### src/rtl/i2f_pkg.sv
package i2f_pkg;
  localparam int FRAC_W = 23;
  localparam int SIG_W  = FRAC_W + 1;
  localparam int EXP_W  = 8;
  localparam int BIAS   = 127;

  typedef struct packed {
    logic             sign;
    logic [EXP_W-1:0] exp;
    logic [FRAC_W-1:0] frac;
  } fp32_t;
endpackage

### src/rtl/i2f_abs.sv
// Sign extraction and magnitude formation.
module i2f_abs #(
  parameter int W = 32
) (
  input  logic [W-1:0] val,
  input  logic         is_signed,
  output logic         neg,
  output logic [W-1:0] mag
);
  assign neg = is_signed & val[W-1];
  // The most negative value maps onto itself, which is the correct unsigned magnitude.
  assign mag = neg ? (~val + W'(1)) : val;
endmodule

### src/rtl/i2f_lead_one.sv
// Index of the most significant set bit; zero when the vector is empty.
module i2f_lead_one #(
  parameter int W     = 32,
  parameter int IDX_W = $clog2(W)
) (
  input  logic [W-1:0]     vec,
  output logic [IDX_W-1:0] pos
);
  always_comb begin
    pos = '0;
    for (int i = 0; i < W; i++) begin
      if (vec[i]) pos = IDX_W'(i);
    end
  end
endmodule

### src/rtl/i2f_round_pack.sv
// Normalise, round to nearest-even at the significand boundary, bias and pack.
module i2f_round_pack
  import i2f_pkg::*;
#(
  parameter int W     = 32,
  parameter int IDX_W = $clog2(W)
) (
  input  logic [W-1:0]     mag,
  input  logic [IDX_W-1:0] pos,
  input  logic             neg,
  output fp32_t            word,
  output logic             inexact
);
  localparam int EXT_W = (W >= SIG_W + 2) ? W : SIG_W + 2;

  logic [W-1:0]     norm;
  logic [EXT_W-1:0] ext;
  logic [SIG_W-1:0] keep;
  logic             guard, sticky, round_up, carry, nonzero;
  logic [SIG_W:0]   sum;

  // Leading one moved to the top bit of the window.
  assign norm = mag << (IDX_W'(W - 1) - pos);

  generate
    if (EXT_W == W) begin : g_wide
      assign ext = norm;
    end else begin : g_narrow
      assign ext = {norm, {(EXT_W - W){1'b0}}};
    end
  endgenerate

  assign keep     = ext[EXT_W-1 -: SIG_W];
  assign guard    = ext[EXT_W-SIG_W-1];
  assign sticky   = |ext[EXT_W-SIG_W-2:0];
  assign round_up = guard & (sticky | keep[0]);
  assign sum      = {1'b0, keep} + (SIG_W + 1)'(round_up);
  assign carry    = sum[SIG_W];
  assign nonzero  = sum[SIG_W] | sum[SIG_W-1];

  always_comb begin
    word = '0;
    if (nonzero) begin
      word.sign = neg;
      word.exp  = EXP_W'(BIAS) + EXP_W'(pos) + EXP_W'(carry);
      word.frac = sum[FRAC_W-1:0];
    end
  end

  assign inexact = guard | sticky;
endmodule

### src/rtl/i2f_conv.sv
module i2f_conv
  import i2f_pkg::*;
#(
  parameter int INT_W = 32
) (
  input  logic             clk,
  input  logic             rst,
  input  logic             in_valid,
  input  logic             in_signed,
  input  logic [INT_W-1:0] in_data,
  output logic             out_valid,
  output logic [31:0]      out_result,
  output logic             out_inexact
);
  localparam int IDX_W = $clog2(INT_W);

  logic             neg;
  logic [INT_W-1:0] mag;
  logic [IDX_W-1:0] pos;
  fp32_t            word;
  logic             inexact;

  i2f_abs #(.W(INT_W)) u_abs (
    .val(in_data), .is_signed(in_signed), .neg(neg), .mag(mag)
  );

  i2f_lead_one #(.W(INT_W), .IDX_W(IDX_W)) u_lead (
    .vec(mag), .pos(pos)
  );

  i2f_round_pack #(.W(INT_W), .IDX_W(IDX_W)) u_pack (
    .mag(mag), .pos(pos), .neg(neg), .word(word), .inexact(inexact)
  );

  always_ff @(posedge clk) begin
    if (rst) begin
      out_valid   <= 1'b0;
      out_result  <= '0;
      out_inexact <= 1'b0;
    end else begin
      out_valid <= in_valid;
      if (in_valid) begin
        out_result  <= word;
        out_inexact <= inexact;
      end
    end
  end
endmodule

### config.mk
export PLATFORM = sky130hd
export DESIGN_NAME = i2f_conv
export DESIGN_NICKNAME = d
export VERILOG_FILES = /design/src/rtl/i2f_pkg.sv /design/src/rtl/i2f_abs.sv /design/src/rtl/i2f_lead_one.sv /design/src/rtl/i2f_round_pack.sv /design/src/rtl/i2f_conv.sv
export SDC_FILE = /design/constraint.sdc
export NUM_CORES = 1
export LEC_CHECK = 0
export ABC_AREA = 1
export BUFFER_PORTS_ARGS = -buffer_cell sky130_fd_sc_hd__buf_4
export CAP_MARGIN = 25
export CORE_ASPECT_RATIO = 1.2
export CORE_MARGIN = 2
export CORE_UTILIZATION = 45
export DETAILED_ROUTE_END_ITERATION = 10
export PLACE_DENSITY = 0.76
export SYNTH_ARGS = -nofsm -noshare
export SYNTH_HDL_FRONTEND = slang
export SYNTH_SLANG_ARGS = --single-unit
export TNS_END_PERCENT = 5
### constraint.sdc
create_clock -name clk -period 12 [get_ports clk]
set_input_delay 2.4 -clock clk [delete_from_list [all_inputs] [get_ports clk]]
set_output_delay 2.4 -clock clk [all_outputs]
set_load 0.02 [all_outputs]
# == Word level (Yosys, flattened, before mapping) ==
# Cells that the tools add are included.
# word_totals
output_inout_bits,34
input_bits,36
reg_bits,34
# classes
n_bitwise,6
mux,33
n_shift,1
n_reduce_logical,1
n_addsub,5
# ops
op,n
$mux 5,16
$mux 32,2
$add 32x1->32 const B,1
$mux 4,8
$not 32->32,1
$shl 32x5->32,1
$add 24x1->25,1
$mux 3,4
$add 7x5->8 const A,1
$add 8x1->8,1
$reduce_or 7->1,1
$sub 5x5->5 const A,1
$mux 2,2
$or 1x1->1,3
$and 1x1->1,2
$mux 1,1

# == Longest topological paths before layout ==
# depth
depth_word,42
mapped_depth,57
depth_no_buf,56

# == Modules after synthesis ==
# A second synthesis with hierarchy kept.
# unflattened
hier_cells,1176
area_unflattened_um2,6014.5
# by_module_without_submodules
module,seq_area_each_um2,area_each_um2,cells_each,instances
i2f_round_pack,0.0,3155.5,637,1
i2f_conv,680.7,1371.3,212,1
i2f_abs,0.0,1079.8,227,1
i2f_lead_one,0.0,407.9,100,1

# == Worst setup path after synthesis ==
# OpenSTA, ideal clock, no wires.
# synth_path
path_type,input port to flip-flop
startpoint,input in_data[0]
endpoint,register out_result[26]
path_buffers,1
path_slack_ns,5.130
cell_stages,41
setup_time_ns,0.070
arrival_time_ns,6.801
cell_sequence,inv_2 -> ha_1 -> nand4_2 -> nor2_2 -> nand3_2 -> nor4_2 -> nand2_1 -> nor3_2 -> nor2_1 -> xor2_1 -> inv_1 -> nand2_1 -> nand2_1 -> nand2_1 -> nand2_1 -> nand2_1 -> nand2_1 -> nand2_1 -> [... 5 more ...] -> nand2_1 -> nand3_1 -> nand3_1 -> nand3_1 -> and2_1 -> nand2_1 -> inv_1 -> ha_1 -> nand4_1 -> nor2_1 -> nand3_1 -> nor2_1 -> nand4_1 -> ha_1 -> and2_1 -> xor2_1 -> nand3_1 -> a21oi_1
# synth_via
elab_chain_cells,42
elab_cells_between_ends,44
cone_classes,add/sub (5); shift (1); mux (33); bitwise (4); reduce/logical (1)
# synth_rtl
element,line,rtl
from (decl),i2f_conv.sv:10,"input logic [INT_W-1:0] in_data,"
$not 32->32,i2f_abs.sv:12,assign mag = neg ? (~val + W'(1)) : val;
$add 32x1->32,i2f_abs.sv:12,
$mux 32 (*),i2f_abs.sv:12,
$mux 1,i2f_lead_one.sv:12,if (vec[i]) pos = IDX_W'(i);
$mux 2 (2 in a row),i2f_lead_one.sv:12,
$mux 3 (4 in a row),i2f_lead_one.sv:12,
$mux 4 (8 in a row),i2f_lead_one.sv:12,
$mux 5 (16 in a row),i2f_lead_one.sv:12,
$sub 5x5->5,i2f_round_pack.sv:23,assign norm = mag << (IDX_W'(W - 1) - pos);
$shl 32x5->32,i2f_round_pack.sv:23,
$reduce_or 7->1,i2f_round_pack.sv:35,assign sticky = |ext[EXT_W-SIG_W-2:0];
$or 1x1->1,i2f_round_pack.sv:36,assign round_up = guard & (sticky | keep[0]);
$and 1x1->1,i2f_round_pack.sv:36,
$add 24x1->25,i2f_round_pack.sv:37,"assign sum = {1'b0, keep} + (SIG_W + 1)'(round_up);"
$add 8x1->8 or $or 1x1->1 (tied branches),"i2f_round_pack.sv:45, i2f_round_pack.sv:39",
$mux 32 (*),i2f_round_pack.sv:43,if (nonzero) begin
to (signal assigned),i2f_conv.sv:43,out_result <= word;
to (decl),i2f_conv.sv:12,"output logic [31:0] out_result,"
# Mark *: on every way between the ends. The rest lies on a longest branch, timed or not.
# A chain may end at the register's enable or synchronous reset.

# == Worst setup path after layout ==
# Same ends and word-level chain as after synthesis.

==> results.ini <==
[setup_path]
reg2reg_setup_slack_ps = 11340
critical_path.max_fanout = 40
critPathMaxStageDelay_ps = 620
worstSetupPathType = input pin to flop
critPathTopFamily = simple AND/OR/NAND/NOR gates
critical_path_required_ps = 12160
r2r_cells = 4
critPathBufInv = 3
critical_path.most_common_cell = nand2_1
regToRegStartpoint = out_result[22]
startpoint_type = input pin
crit_path_end_kind = flop
critPathArrivalTime_ps = 8420
worstReg2RegEnd = out_result[22]
critical_path.slowest_cell = nand2_2

[final_layout]
area.growth.synth_to_final_pct = 10.5
finalNetCount = 1020
drive_gt1_frac = 0.195
final_cells = 1142
num_antenna_cells = 0

[pwr]
static-leakage-power_nw = 2.94
finalPower_mw = 0.642
power_report.internal_total_mw = 0.334
peak_supply_drop_v = 0.0000709
power.combinational.fraction = 0.594
seqPwrFrac = 0.206
power.share.switching = 0.480
p_per_area_mw_per_mm2 = 107
p_switching_mw = 0.308
clock_power_share = 0.200

[drt]
drt-pass1-iter-count = 5
routed_wirelength_mm = 14.9
remaining_drc_errors = 0
post_drt_antenna_nets = 0
dr_total_vias = 6120
dr.first_iter.drc_count = 499
post_drt_wl_per_cell_um = 13.1
via_count_normalized_by_instance_count = 5.36

[sta]
achievable-frequency_mhz = 121
setup_viol = 0
report.final.hold_viol_count = 0
finalHoldWorstSlack_ps = 462
finalCriticalPeriod_ps = 8260
final_slew_viol_count = 0
grt_setup_unrepaired = no
max_slew_margin = 0.400
finalSetupTns_ps = 0
final_cycle_share = 0.689
timing.clock.skew_ps = 0
transition_time_at_the_pin_with_the_least_slew_margin_ps = 892

[yosys]
mapped_cell_area_sq_mm = 0.00544
synth-seq-cells = 34
synth_top_flop_cell = dfxtp_1
asyncSetResetFlopFracSynth = 0
post-synth-top-area-fraction = 0.196
syn_avg_cell_area_sq_um = 5.75
synth-seq-area-share = 0.125
synthTopCellsByArea = nand2_1 20%, nand3_1 19%, dfxtp_1 13%, inv_1 5.0%, nor2_1 4.7%
netlist_top_cells_count = 284 x nand2_1, 203 x nand3_1, 72 x inv_1, 68 x nor2_1, 34 x dfxtp_1
synth-edff-count = 0
synth_fp_nets = 986
yosys.cell_types.count = 54
synth_most_common_cell = nand2_1
netlist_instances = 946
ys_warn_count = 0
synth_largest_area_cell = nand2_1

[outcome]
run_status = finished clean

[global_route]
global_route_wire_length_before_repair_mm = 25.8
via_count_of_the_first_global_routing_pass = 5592
grt_start_max_net_pins = 41
grt_util_all_layers = 0.234
grt-ovfl-total = 0
antenna_found_initial = 0

[floorplanning]
die_w_um = 104
die_height_um = 124
placementRows = 44
core_region_area_sq_mm = 0.0119
pin_count = 70
floorplan.initialDensity = 0.456
design.die.area_sq_mm = 0.0130

[clocking]
cts.hold.buffers_added = 0
clock_path_buffers = 2
ctsRootBufferMaster = clkbuf_16
post_cts_resized = 0
clock_insertion_delay_worst_skew_ps = 280
htree_levels = 2
cts.repair_timing.setup_buffer_count = 0
clkSlewWorstSetupHoldPaths_ps = 60
cts.sink_count = 34
tritoncts = yes
cts-buffers-inserted = 5

[place]
gp_routability_congestion = 0.952
dp.cells = 1134
io_buffer_count = 69
hpwl_mm = 11.8

[min_path]
timing.hold.worst.class = flop to flop
min-delay-start = out_result[14]
whs_endpoint = out_result[14]
worst_hold_path.num_cells = 2

[job]
cap_violations = 0

metal layers:
layer | vias to the layer above | global-route usage | share of wire
li1 | 3167 | - | -
met1 | 2716 | 0.296 | 0.44
met2 | 197 | 0.393 | 0.47
met3 | 40 | 0.0304 | 0.054
met4 | 0 | 0.107 | 0.042
met5 | - | 0 | 0
power by group through the flow:
stage          clock (mW)  combinational (mW)  sequential, mW
2_1_floorplan           0               0.282           0.150
3_3_place_gp            0               0.372           0.134
3_5_place_dp            0               0.376           0.135
4_1_cts             0.131               0.378           0.132
5_1_grt             0.136               0.429           0.134
6_report            0.128               0.382           0.132
stage by stage:
stage	setup slack, ps	instance area, sq um	util
global route	2800	6020	0.504
floorplan	5130	5440	-
detailed placement	3460	5870	0.491
global placement	3630	5840	0.489
CTS	3740	6020	0.504
finish	3740	6020	0.504
layout make-up:
cell class              count  area [sq um]
flip-flops and latches     34           681
inverters                  95           360
clock buffers               7           143
multi-input cells         771          4060
fillers                  1310          5930
well taps                 161           201
repair buffers             73           568
clock inverters             1          5.00
cell usage in the layout (no fill, tap or decap), types with 4 or more instances in the layout:
cell type | netlist | final
nand2_1 | 284 | 284
nand3_1 | 203 | 203
inv_1 | 72 | 72
buf_4 | 13 | 72
nor2_1 | 68 | 68
dfxtp_1 | 34 | 34
a21oi_1 | 30 | 30
nand3_2 | 18 | 18
inv_2 | 18 | 18
xor2_1 | 17 | 17
o21ai_0 | 16 | 16
nand4_1 | 15 | 15
nand2_2 | 15 | 15
nor2_2 | 9 | 9
nor2_4 | 9 | 9
o21ai_1 | 9 | 9
a21oi_2 | 8 | 8
nor3_1 | 6 | 6
nand2_4 | 6 | 6
clkbuf_16 | 0 | 5
o21bai_1 | 4 | 4
nand3b_1 | 4 | 4
o21ai_2 | 4 | 4
xor2_2 | 4 | 4
nor3_2 | 4 | 4
ha_1 | 4 | 4
worst max path at each step:
stage,startpoint,to,slack [ps],cells past startpoint
global placement,in_data[0],out_result[27],3630,40
floorplan,in_data[0],out_result[26],5130,41
CTS,in_data[31],out_result[27],3740,53
detailed placement,in_data[0],out_result[26],3460,40
global route,in_data[31],out_result[27],2800,54
finish,in_data[0],out_result[26],3740,40
tightest hold or removal path: cells and delay by family (launching register included):
family,cells,cell delay (ps)
simple gates,1,60
flops,1,300
compound gates,1,50
state kept, by name, summed over array words and instances, names as in the netlist:
register     count
out_inexact      1
out_result      32
out_valid        1
kinds of logic after synthesis:
family	Yosys count	share of synthesized area
AND/OR/NAND/NOR	660	0.599
AO/OA/AOI/OAI	83	0.0933
buffers and inverters	141	0.129
adder cells (fa/ha/maj)	4	0.00919
flip-flops	34	0.125
XOR/XNOR	24	0.0441
(Power assumes the default switching activity.)
